--- src/rtl/rcv_pkg.sv ---
package rcv_pkg;
  localparam int unsigned DEF_PC_W  = 32;
  localparam int unsigned DEF_DEPTH = 16;
  localparam int unsigned DEF_WIN   = 32;

  typedef enum logic {
    COL_NT = 1'b0,
    COL_TK = 1'b1
  } color_e;
endpackage

--- src/rtl/rcv_cam.sv ---
module rcv_cam
  import rcv_pkg::*;
#(
  parameter int unsigned PC_W  = DEF_PC_W,
  parameter int unsigned DEPTH = DEF_DEPTH
) (
  input  logic            clk_i,
  input  logic            rst_ni,
  input  logic            clr_i,
  input  logic            mark_i,
  input  color_e          color_i,
  input  logic [PC_W-1:0] pc_i,
  output logic            meet_o,
  output logic            full_miss_o
);
  localparam int unsigned CNT_W = $clog2(DEPTH + 1);

  logic [DEPTH-1:0] ent_v_q;
  logic [DEPTH-1:0] col_tk_q;
  logic [DEPTH-1:0] col_nt_q;
  logic [PC_W-1:0]  ent_pc_q [DEPTH];
  logic [CNT_W-1:0] fill_q;
  logic [DEPTH-1:0] hit_vec;
  logic             hit;
  logic             full;
  logic             alloc;

  assign hit   = |hit_vec;
  assign full  = (fill_q == CNT_W'(DEPTH));
  assign alloc = mark_i && !hit && !full && !clr_i;

  // meet: entry already carries the opposite color
  assign meet_o      = mark_i && |(hit_vec & ((color_i == COL_TK) ? col_nt_q : col_tk_q));
  assign full_miss_o = mark_i && !hit && full;

  for (genvar g = 0; g < DEPTH; g++) begin : g_ent
    assign hit_vec[g] = ent_v_q[g] && (ent_pc_q[g] == pc_i);

    always_ff @(posedge clk_i or negedge rst_ni) begin
      if (!rst_ni) begin
        ent_v_q[g]  <= 1'b0;
        col_tk_q[g] <= 1'b0;
        col_nt_q[g] <= 1'b0;
        ent_pc_q[g] <= '0;
      end else if (clr_i) begin
        ent_v_q[g]  <= 1'b0;
        col_tk_q[g] <= 1'b0;
        col_nt_q[g] <= 1'b0;
      end else if (mark_i && hit_vec[g]) begin
        if (color_i == COL_TK) col_tk_q[g] <= 1'b1;
        else                   col_nt_q[g] <= 1'b1;
      end else if (alloc && (fill_q == CNT_W'(g))) begin
        ent_v_q[g]  <= 1'b1;
        ent_pc_q[g] <= pc_i;
        col_tk_q[g] <= (color_i == COL_TK);
        col_nt_q[g] <= (color_i == COL_NT);
      end
    end
  end

  always_ff @(posedge clk_i or negedge rst_ni) begin
    if (!rst_ni)    fill_q <= '0;
    else if (clr_i) fill_q <= '0;
    else if (alloc) fill_q <= fill_q + CNT_W'(1);
  end
endmodule

--- src/rtl/rcv_window.sv ---
module rcv_window
  import rcv_pkg::*;
#(
  parameter int unsigned WIN = DEF_WIN
) (
  input  logic   clk_i,
  input  logic   rst_ni,
  input  logic   start_i,
  input  color_e start_col_i,
  input  logic   step_i,
  input  logic   stop_i,
  output logic   active_o,
  output color_e col_o
);
  localparam int unsigned CNT_W = $clog2(WIN + 1);

  logic [CNT_W-1:0] cnt_q;

  always_ff @(posedge clk_i or negedge rst_ni) begin
    if (!rst_ni) begin
      active_o <= 1'b0;
      col_o    <= COL_NT;
      cnt_q    <= '0;
    end else if (start_i) begin
      active_o <= 1'b1;
      col_o    <= start_col_i;
      cnt_q    <= '0;
    end else if (stop_i) begin
      active_o <= 1'b0;
    end else if (step_i) begin
      if (cnt_q == CNT_W'(WIN - 1)) active_o <= 1'b0;
      else                          cnt_q    <= cnt_q + CNT_W'(1);
    end
  end
endmodule

--- src/rtl/rcv_detect.sv ---
module rcv_detect
  import rcv_pkg::*;
#(
  parameter int unsigned PC_W      = DEF_PC_W,
  parameter int unsigned CAM_DEPTH = DEF_DEPTH,
  parameter int unsigned WIN_LEN   = DEF_WIN
) (
  input  logic            clk_i,
  input  logic            rst_ni,
  input  logic            watch_load_i,
  input  logic [PC_W-1:0] watch_pc_i,
  input  logic            ret_valid_i,
  input  logic [PC_W-1:0] ret_pc_i,
  input  logic            ret_is_br_i,
  input  logic            ret_taken_i,
  input  logic            ret_is_ret_i,
  input  logic [PC_W-1:0] ret_tgt_i,
  output logic            rcv_valid_o,
  output logic [PC_W-1:0] rcv_pc_o
);
  logic [PC_W-1:0] watch_q;
  logic            is_inst;
  logic            live;
  logic            start;
  logic            step;
  logic            stop;
  logic            meet;
  logic            full_miss;
  logic            cam_clr;
  logic            win_active;
  color_e          win_col;
  color_e          inst_col;
  logic [PC_W-1:0] mark_pc;

  assign live     = ret_valid_i && !watch_load_i && !rcv_valid_o;
  assign is_inst  = ret_is_br_i && (ret_pc_i == watch_q);
  assign inst_col = ret_taken_i ? COL_TK : COL_NT;
  assign start    = live && is_inst;
  assign step     = live && !is_inst && win_active;
  assign mark_pc  = ret_is_ret_i ? ret_tgt_i : ret_pc_i;
  assign stop     = watch_load_i || (step && (meet || full_miss || ret_is_ret_i));
  assign cam_clr  = watch_load_i || full_miss;

  rcv_window #(.WIN(WIN_LEN)) u_win (
    .clk_i      (clk_i),
    .rst_ni     (rst_ni),
    .start_i    (start),
    .start_col_i(inst_col),
    .step_i     (step),
    .stop_i     (stop),
    .active_o   (win_active),
    .col_o      (win_col)
  );

  rcv_cam #(.PC_W(PC_W), .DEPTH(CAM_DEPTH)) u_cam (
    .clk_i      (clk_i),
    .rst_ni     (rst_ni),
    .clr_i      (cam_clr),
    .mark_i     (step),
    .color_i    (win_col),
    .pc_i       (mark_pc),
    .meet_o     (meet),
    .full_miss_o(full_miss)
  );

  always_ff @(posedge clk_i or negedge rst_ni) begin
    if (!rst_ni) begin
      watch_q     <= '0;
      rcv_valid_o <= 1'b0;
      rcv_pc_o    <= '0;
    end else if (watch_load_i) begin
      watch_q     <= watch_pc_i;
      rcv_valid_o <= 1'b0;
    end else if (step && meet) begin
      rcv_valid_o <= 1'b1;
      rcv_pc_o    <= mark_pc;
    end
  end
endmodule

--- config.mk ---
export PLATFORM = sky130hd
export DESIGN_NAME = rcv_detect
export DESIGN_NICKNAME = d
export VERILOG_FILES = /design/src/rtl/rcv_pkg.sv /design/src/rtl/rcv_cam.sv /design/src/rtl/rcv_window.sv /design/src/rtl/rcv_detect.sv
export SDC_FILE = /design/constraint.sdc
export NUM_CORES = 1
export LEC_CHECK = 0
export BUFFER_PORTS_ARGS = -buffer_cell sky130_fd_sc_hd__buf_2
export CAP_MARGIN = 20
export CORE_UTILIZATION = 50
export CTS_CLUSTER_SIZE = 10
export DETAILED_ROUTE_END_ITERATION = 12
export PLACE_DENSITY = 0.64
export SYNTH_ARGS = -nofsm -noshare
export SYNTH_HDL_FRONTEND = slang
export SYNTH_SLANG_ARGS = --single-unit
--- constraint.sdc ---
create_clock -name clk_i -period 6.15 [get_ports clk_i]
set_clock_uncertainty 0.15 [all_clocks]
set_input_delay 1.23 -clock clk_i [delete_from_list [all_inputs] [get_ports clk_i]]
set_output_delay 1.23 -clock clk_i [all_outputs]
set_load 0.01 [all_outputs]
==> impl_metrics.prom <==
# TYPE chip_impl_metric gauge
chip_impl_metric{name="max_cap_violations",unit=""} 0
chip_impl_metric{name="path_max_fanout",unit=""} 48
chip_impl_metric{name="clkTransAtPathRegs",unit="ps"} 50
chip_impl_metric{name="synth_area_per_cell",unit="um^2"} 9.96
chip_impl_info{name="crit_path_end_kind",value="flop"} 1
chip_impl_metric{name="worst_slew_margin_rel",unit="%"} 33.2
chip_impl_metric{name="viasPerCell",unit=""} 5.59
chip_impl_metric{name="floorplan.io_pins",unit=""} 136
chip_impl_info{name="cts_root_buffer",value="sky130_fd_sc_hd__clkbuf_16"} 1
chip_impl_metric{name="core_area",unit="um^2"} 61600
chip_impl_metric{name="syn_to_final_growth",unit="%"} 11.9
chip_impl_metric{name="die_area",unit="um^2"} 63300
chip_impl_metric{name="hold_viol",unit=""} 0
chip_impl_info{name="critical_path.slowest_cell",value="sky130_fd_sc_hd__nor3_1"} 1
chip_impl_metric{name="grt_pass1_vias",unit=""} 22354
chip_impl_metric{name="grt_use_total",unit="%"} 27.0
chip_impl_metric{name="power.density",unit="nW/um^2"} 262
chip_impl_metric{name="arrival_time_of_data_at_the_critical_path_endpoint",unit="ps"} 5690
chip_impl_metric{name="crit_cells",unit=""} 13
chip_impl_metric{name="detailroute.via_count",unit=""} 22582
chip_impl_info{name="cts_tree",value="built"} 1
chip_impl_metric{name="cts.sink_count",unit=""} 638
chip_impl_metric{name="post_cts_hold_buffer_count",unit=""} 0
chip_impl_metric{name="ant_cells",unit=""} 0
chip_impl_metric{name="timing.critical_path.slowest_cell_delay",unit="ps"} 590
chip_impl_metric{name="gpl.final_weighted_congestion",unit=""} 0.907
chip_impl_metric{name="routed_wire_length_per_instance",unit="um"} 20.8
chip_impl_metric{name="crit_required",unit="ps"} 6530
chip_impl_metric{name="mappedNetlistArea",unit="um^2"} 31100
chip_impl_info{name="critical_path.cell_chain",value="buf_4 > buf_4 > mux2i_4 > buf_12 > xnor2_1 > nor4_1 > nand2_1 > nor3_1 > or4_1 > or2_4 > nor2_2 > a21o_2 > o21ai_0"} 1
chip_impl_metric{name="gr-usage-met3",unit="%"} 4.13
chip_impl_metric{name="max-clock-path-buffers",unit=""} 3
chip_impl_metric{name="cts.htree.levels",unit=""} 3
chip_impl_info{name="critical_path_class",value="input port to flop"} 1
chip_impl_info{name="synth.area.top_cells",value="sky130_fd_sc_hd__dfrtp_1, sky130_fd_sc_hd__xnor2_1, sky130_fd_sc_hd__a21oi_1"} 1
chip_impl_metric{name="post_route_cells_drive_above_1_share",unit="%"} 12.6
chip_impl_metric{name="synth_top_area_share",unit="%"} 51.3
chip_impl_metric{name="post-dp-hpwl",unit="mm"} 52.0
chip_impl_info{name="ys_dominant_reg_cell",value="sky130_fd_sc_hd__dfrtp_1"} 1
chip_impl_metric{name="fp.dieH",unit="um"} 252
chip_impl_metric{name="cellLeakagePower",unit="nW"} 14.5
chip_impl_info{name="unrepaired_setup_endpoints_after_global_routing",value="no"} 1
chip_impl_metric{name="seq_area_frac_synth",unit="%"} 51.3
chip_impl_metric{name="initial_core_util",unit="%"} 50.5
chip_impl_info{name="status",value="finished clean"} 1
chip_impl_metric{name="drt-initial-drc-count",unit=""} 1868
chip_impl_metric{name="grt_max_degree",unit=""} 139
chip_impl_metric{name="grt.met1_usage",unit="%"} 37.8
chip_impl_info{name="timing.hold.worst.class",value="flop to flop"} 1
chip_impl_metric{name="numCtsBuffers",unit=""} 75
chip_impl_info{name="critPathMostFrequentCell",value="sky130_fd_sc_hd__buf_4"} 1
chip_impl_metric{name="setup_viol",unit=""} 0
chip_impl_metric{name="clock_insertion_delay_worst_skew",unit="ps"} 630
chip_impl_metric{name="cts_resized",unit=""} 0
chip_impl_info{name="top_library_cells_by_usage_in_the_layout_fill_and_taps_aside",value="sky130_fd_sc_hd__dfrtp_1, sky130_fd_sc_hd__xnor2_1, sky130_fd_sc_hd__nor2_1, sky130_fd_sc_hd__a21oi_1, sky130_fd_sc_hd__nand2_1"} 1
chip_impl_info{name="layout_commonest_cell",value="sky130_fd_sc_hd__dfrtp_1"} 1
chip_impl_metric{name="synth_enable_flop_cells",unit=""} 0
chip_impl_metric{name="maxSlewViolCount",unit=""} 0
chip_impl_metric{name="cts_post_setup_buffers_inserted",unit=""} 0
chip_impl_metric{name="fmax",unit="MHz"} 188
chip_impl_metric{name="setup-tns-final",unit="ps"} 0
chip_impl_metric{name="report.power.total",unit="W"} 0.00913
chip_impl_metric{name="port-buffer-count",unit=""} 135
chip_impl_info{name="critical-path-top-delay-family",value="simple AND/OR/NAND/NOR gates"} 1
chip_impl_metric{name="synth-async-reset-ratio",unit="%"} 100
chip_impl_metric{name="syn-instance-count",unit=""} 3124
chip_impl_metric{name="remaining_drc_errors",unit=""} 0
chip_impl_metric{name="actual_slew_at_the_worst_max_slew_pin",unit="ps"} 988
chip_impl_metric{name="ant_nets",unit=""} 0
chip_impl_metric{name="final_min_period_over_clock_period",unit="%"} 86.4
chip_impl_info{name="setup.worst_path.start_class",value="input port"} 1
chip_impl_info{name="yosysTopAreaCell",value="sky130_fd_sc_hd__dfrtp_1"} 1
chip_impl_metric{name="period_minus_ws_final",unit="ps"} 5310
chip_impl_metric{name="dr.pass1.iters",unit=""} 6
chip_impl_metric{name="die-width",unit="um"} 252
chip_impl_metric{name="yosys_warnings",unit=""} 0
chip_impl_metric{name="crit_buf_inv",unit=""} 3
chip_impl_metric{name="wirelength",unit="mm"} 84.1
chip_impl_metric{name="irDropWorstVdd",unit="mV"} 0.202
chip_impl_metric{name="ys_seq_elements",unit=""} 638
chip_impl_metric{name="fin_nets",unit=""} 3292
chip_impl_metric{name="number_of_antenna_violations_at_the_first_check_in_global_routing",unit=""} 0
chip_impl_metric{name="wire_length_of_the_first_global_routing_pass",unit="mm"} 131
chip_impl_metric{name="grtUsageMet2",unit="%"} 43.7
chip_impl_metric{name="grt-ovfl-total",unit=""} 0
chip_impl_metric{name="r2r_cells",unit=""} 11
chip_impl_metric{name="timing.hold.worst_path_depth",unit=""} 2
chip_impl_metric{name="rows",unit=""} 91
chip_impl_metric{name="syn_nets",unit=""} 3233
chip_impl_info{name="grt-busiest-layer",value="met2"} 1
chip_impl_metric{name="number_of_distinct_library_cell_variants_in_the_gate_level_netlist_after_synthesis",unit=""} 59
-- worst min-delay path, cell delays in order (launching register included) --
cell	delay (ps)
sky130_fd_sc_hd__dfrtp_1	350
sky130_fd_sc_hd__a21oi_1	40
sky130_fd_sc_hd__nor2_1	70
-- final timing paths --
kind                                    from                   to  slack, ps
max in group asynchronous             rst_ni  u_cam.ent_pc_q[383]       3980
min                        u_cam.ent_v_q[13]    u_cam.ent_v_q[13]        350
max reg2reg                       watch_q[3]  u_cam.ent_pc_q[259]       2120
min in group asynchronous             rst_ni          watch_q[10]        570
max                             ret_is_ret_i    u_cam.ent_v_q[11]        840
min reg2reg                u_cam.ent_v_q[13]    u_cam.ent_v_q[13]        350
-- cell type report --
type,count,area [um^2]
clock buffers,89,1990
clock inverters,7,72.6
fillers,5303,26800
inverters,11,41.3
multi-input cells,2229,13800
flip-flops and latches,638,16000
well taps,837,1050
repair buffers,228,1940
-- Yosys cell counts, types with 19 or more instances --
master                     number
sky130_fd_sc_hd__buf_4         47
sky130_fd_sc_hd__o21ai_0      240
sky130_fd_sc_hd__nand2b_1      19
sky130_fd_sc_hd__a21oi_1      333
sky130_fd_sc_hd__nand2_1      311
sky130_fd_sc_hd__clkbuf_1      75
sky130_fd_sc_hd__mux2i_4       31
sky130_fd_sc_hd__nor3_1        44
sky130_fd_sc_hd__buf_2         97
sky130_fd_sc_hd__nor2_1       340
sky130_fd_sc_hd__o21ai_1       39
sky130_fd_sc_hd__nor4_1       128
sky130_fd_sc_hd__mux2_2        35
sky130_fd_sc_hd__nand4_1       30
sky130_fd_sc_hd__dfrtp_1      638
sky130_fd_sc_hd__nand3_1       33
sky130_fd_sc_hd__xnor2_1      510
-- layer usage --
layer  vias up  wire (um)
met2       559      40200
li1      10583          -
met3       161       3990
met4         0       2160
met1     11279      37800
met5         -          0
-- logic make-up (layout without fill, tap and decap cells) --
| kind of cell | after synthesis | in the layout | synth area share (%) |
|---|---|---|---|
| buffers and inverters | 257 | 335 | 4.62 |
| AOI/OAI and AO/OA | 655 | 655 | 10.9 |
| xor gates and xnor gates | 527 | 527 | 14.8 |
| and+or+nand+nor | 958 | 958 | 14.0 |
| DFF | 638 | 638 | 51.3 |
| muxes | 83 | 83 | 4.07 |
| adders and majority gates | 6 | 6 | 0.241 |
-- stage by stage --
stage               cell area, um^2  hold WS, ps  setup WS (ps)  utilization [%]  cells
finish                        34800          348            836             56.6   4039
global route                  34800          370            718             56.6   4039
CTS                           34800          351            910             56.6   4039
detailed placement            32800          337            264             53.2   3943
global placement              32800          327            324             53.2   3943
floorplan                     31100          306           1750                -   3124
-- power by group --
part           internal [W]  switching [W]  leakage (nW)
combinational      0.000351       0.000593          4.63
sequential          0.00422      0.0000151          8.84
clock               0.00226        0.00169          1.01
-- state kept, by name (all words and copies together) (netlist names) --
register        cells
watch_q            32
u_cam.col_nt_q     16
u_cam.fill_q        5
u_win.cnt_q         6
u_win.active_o      1
rcv_valid_o         1
u_cam.ent_pc_q    512
u_cam.col_tk_q     16
u_cam.ent_v_q      16
u_win.col_o         1
rcv_pc_o           32
No activity file was read; power rests on OpenSTA's default activity.
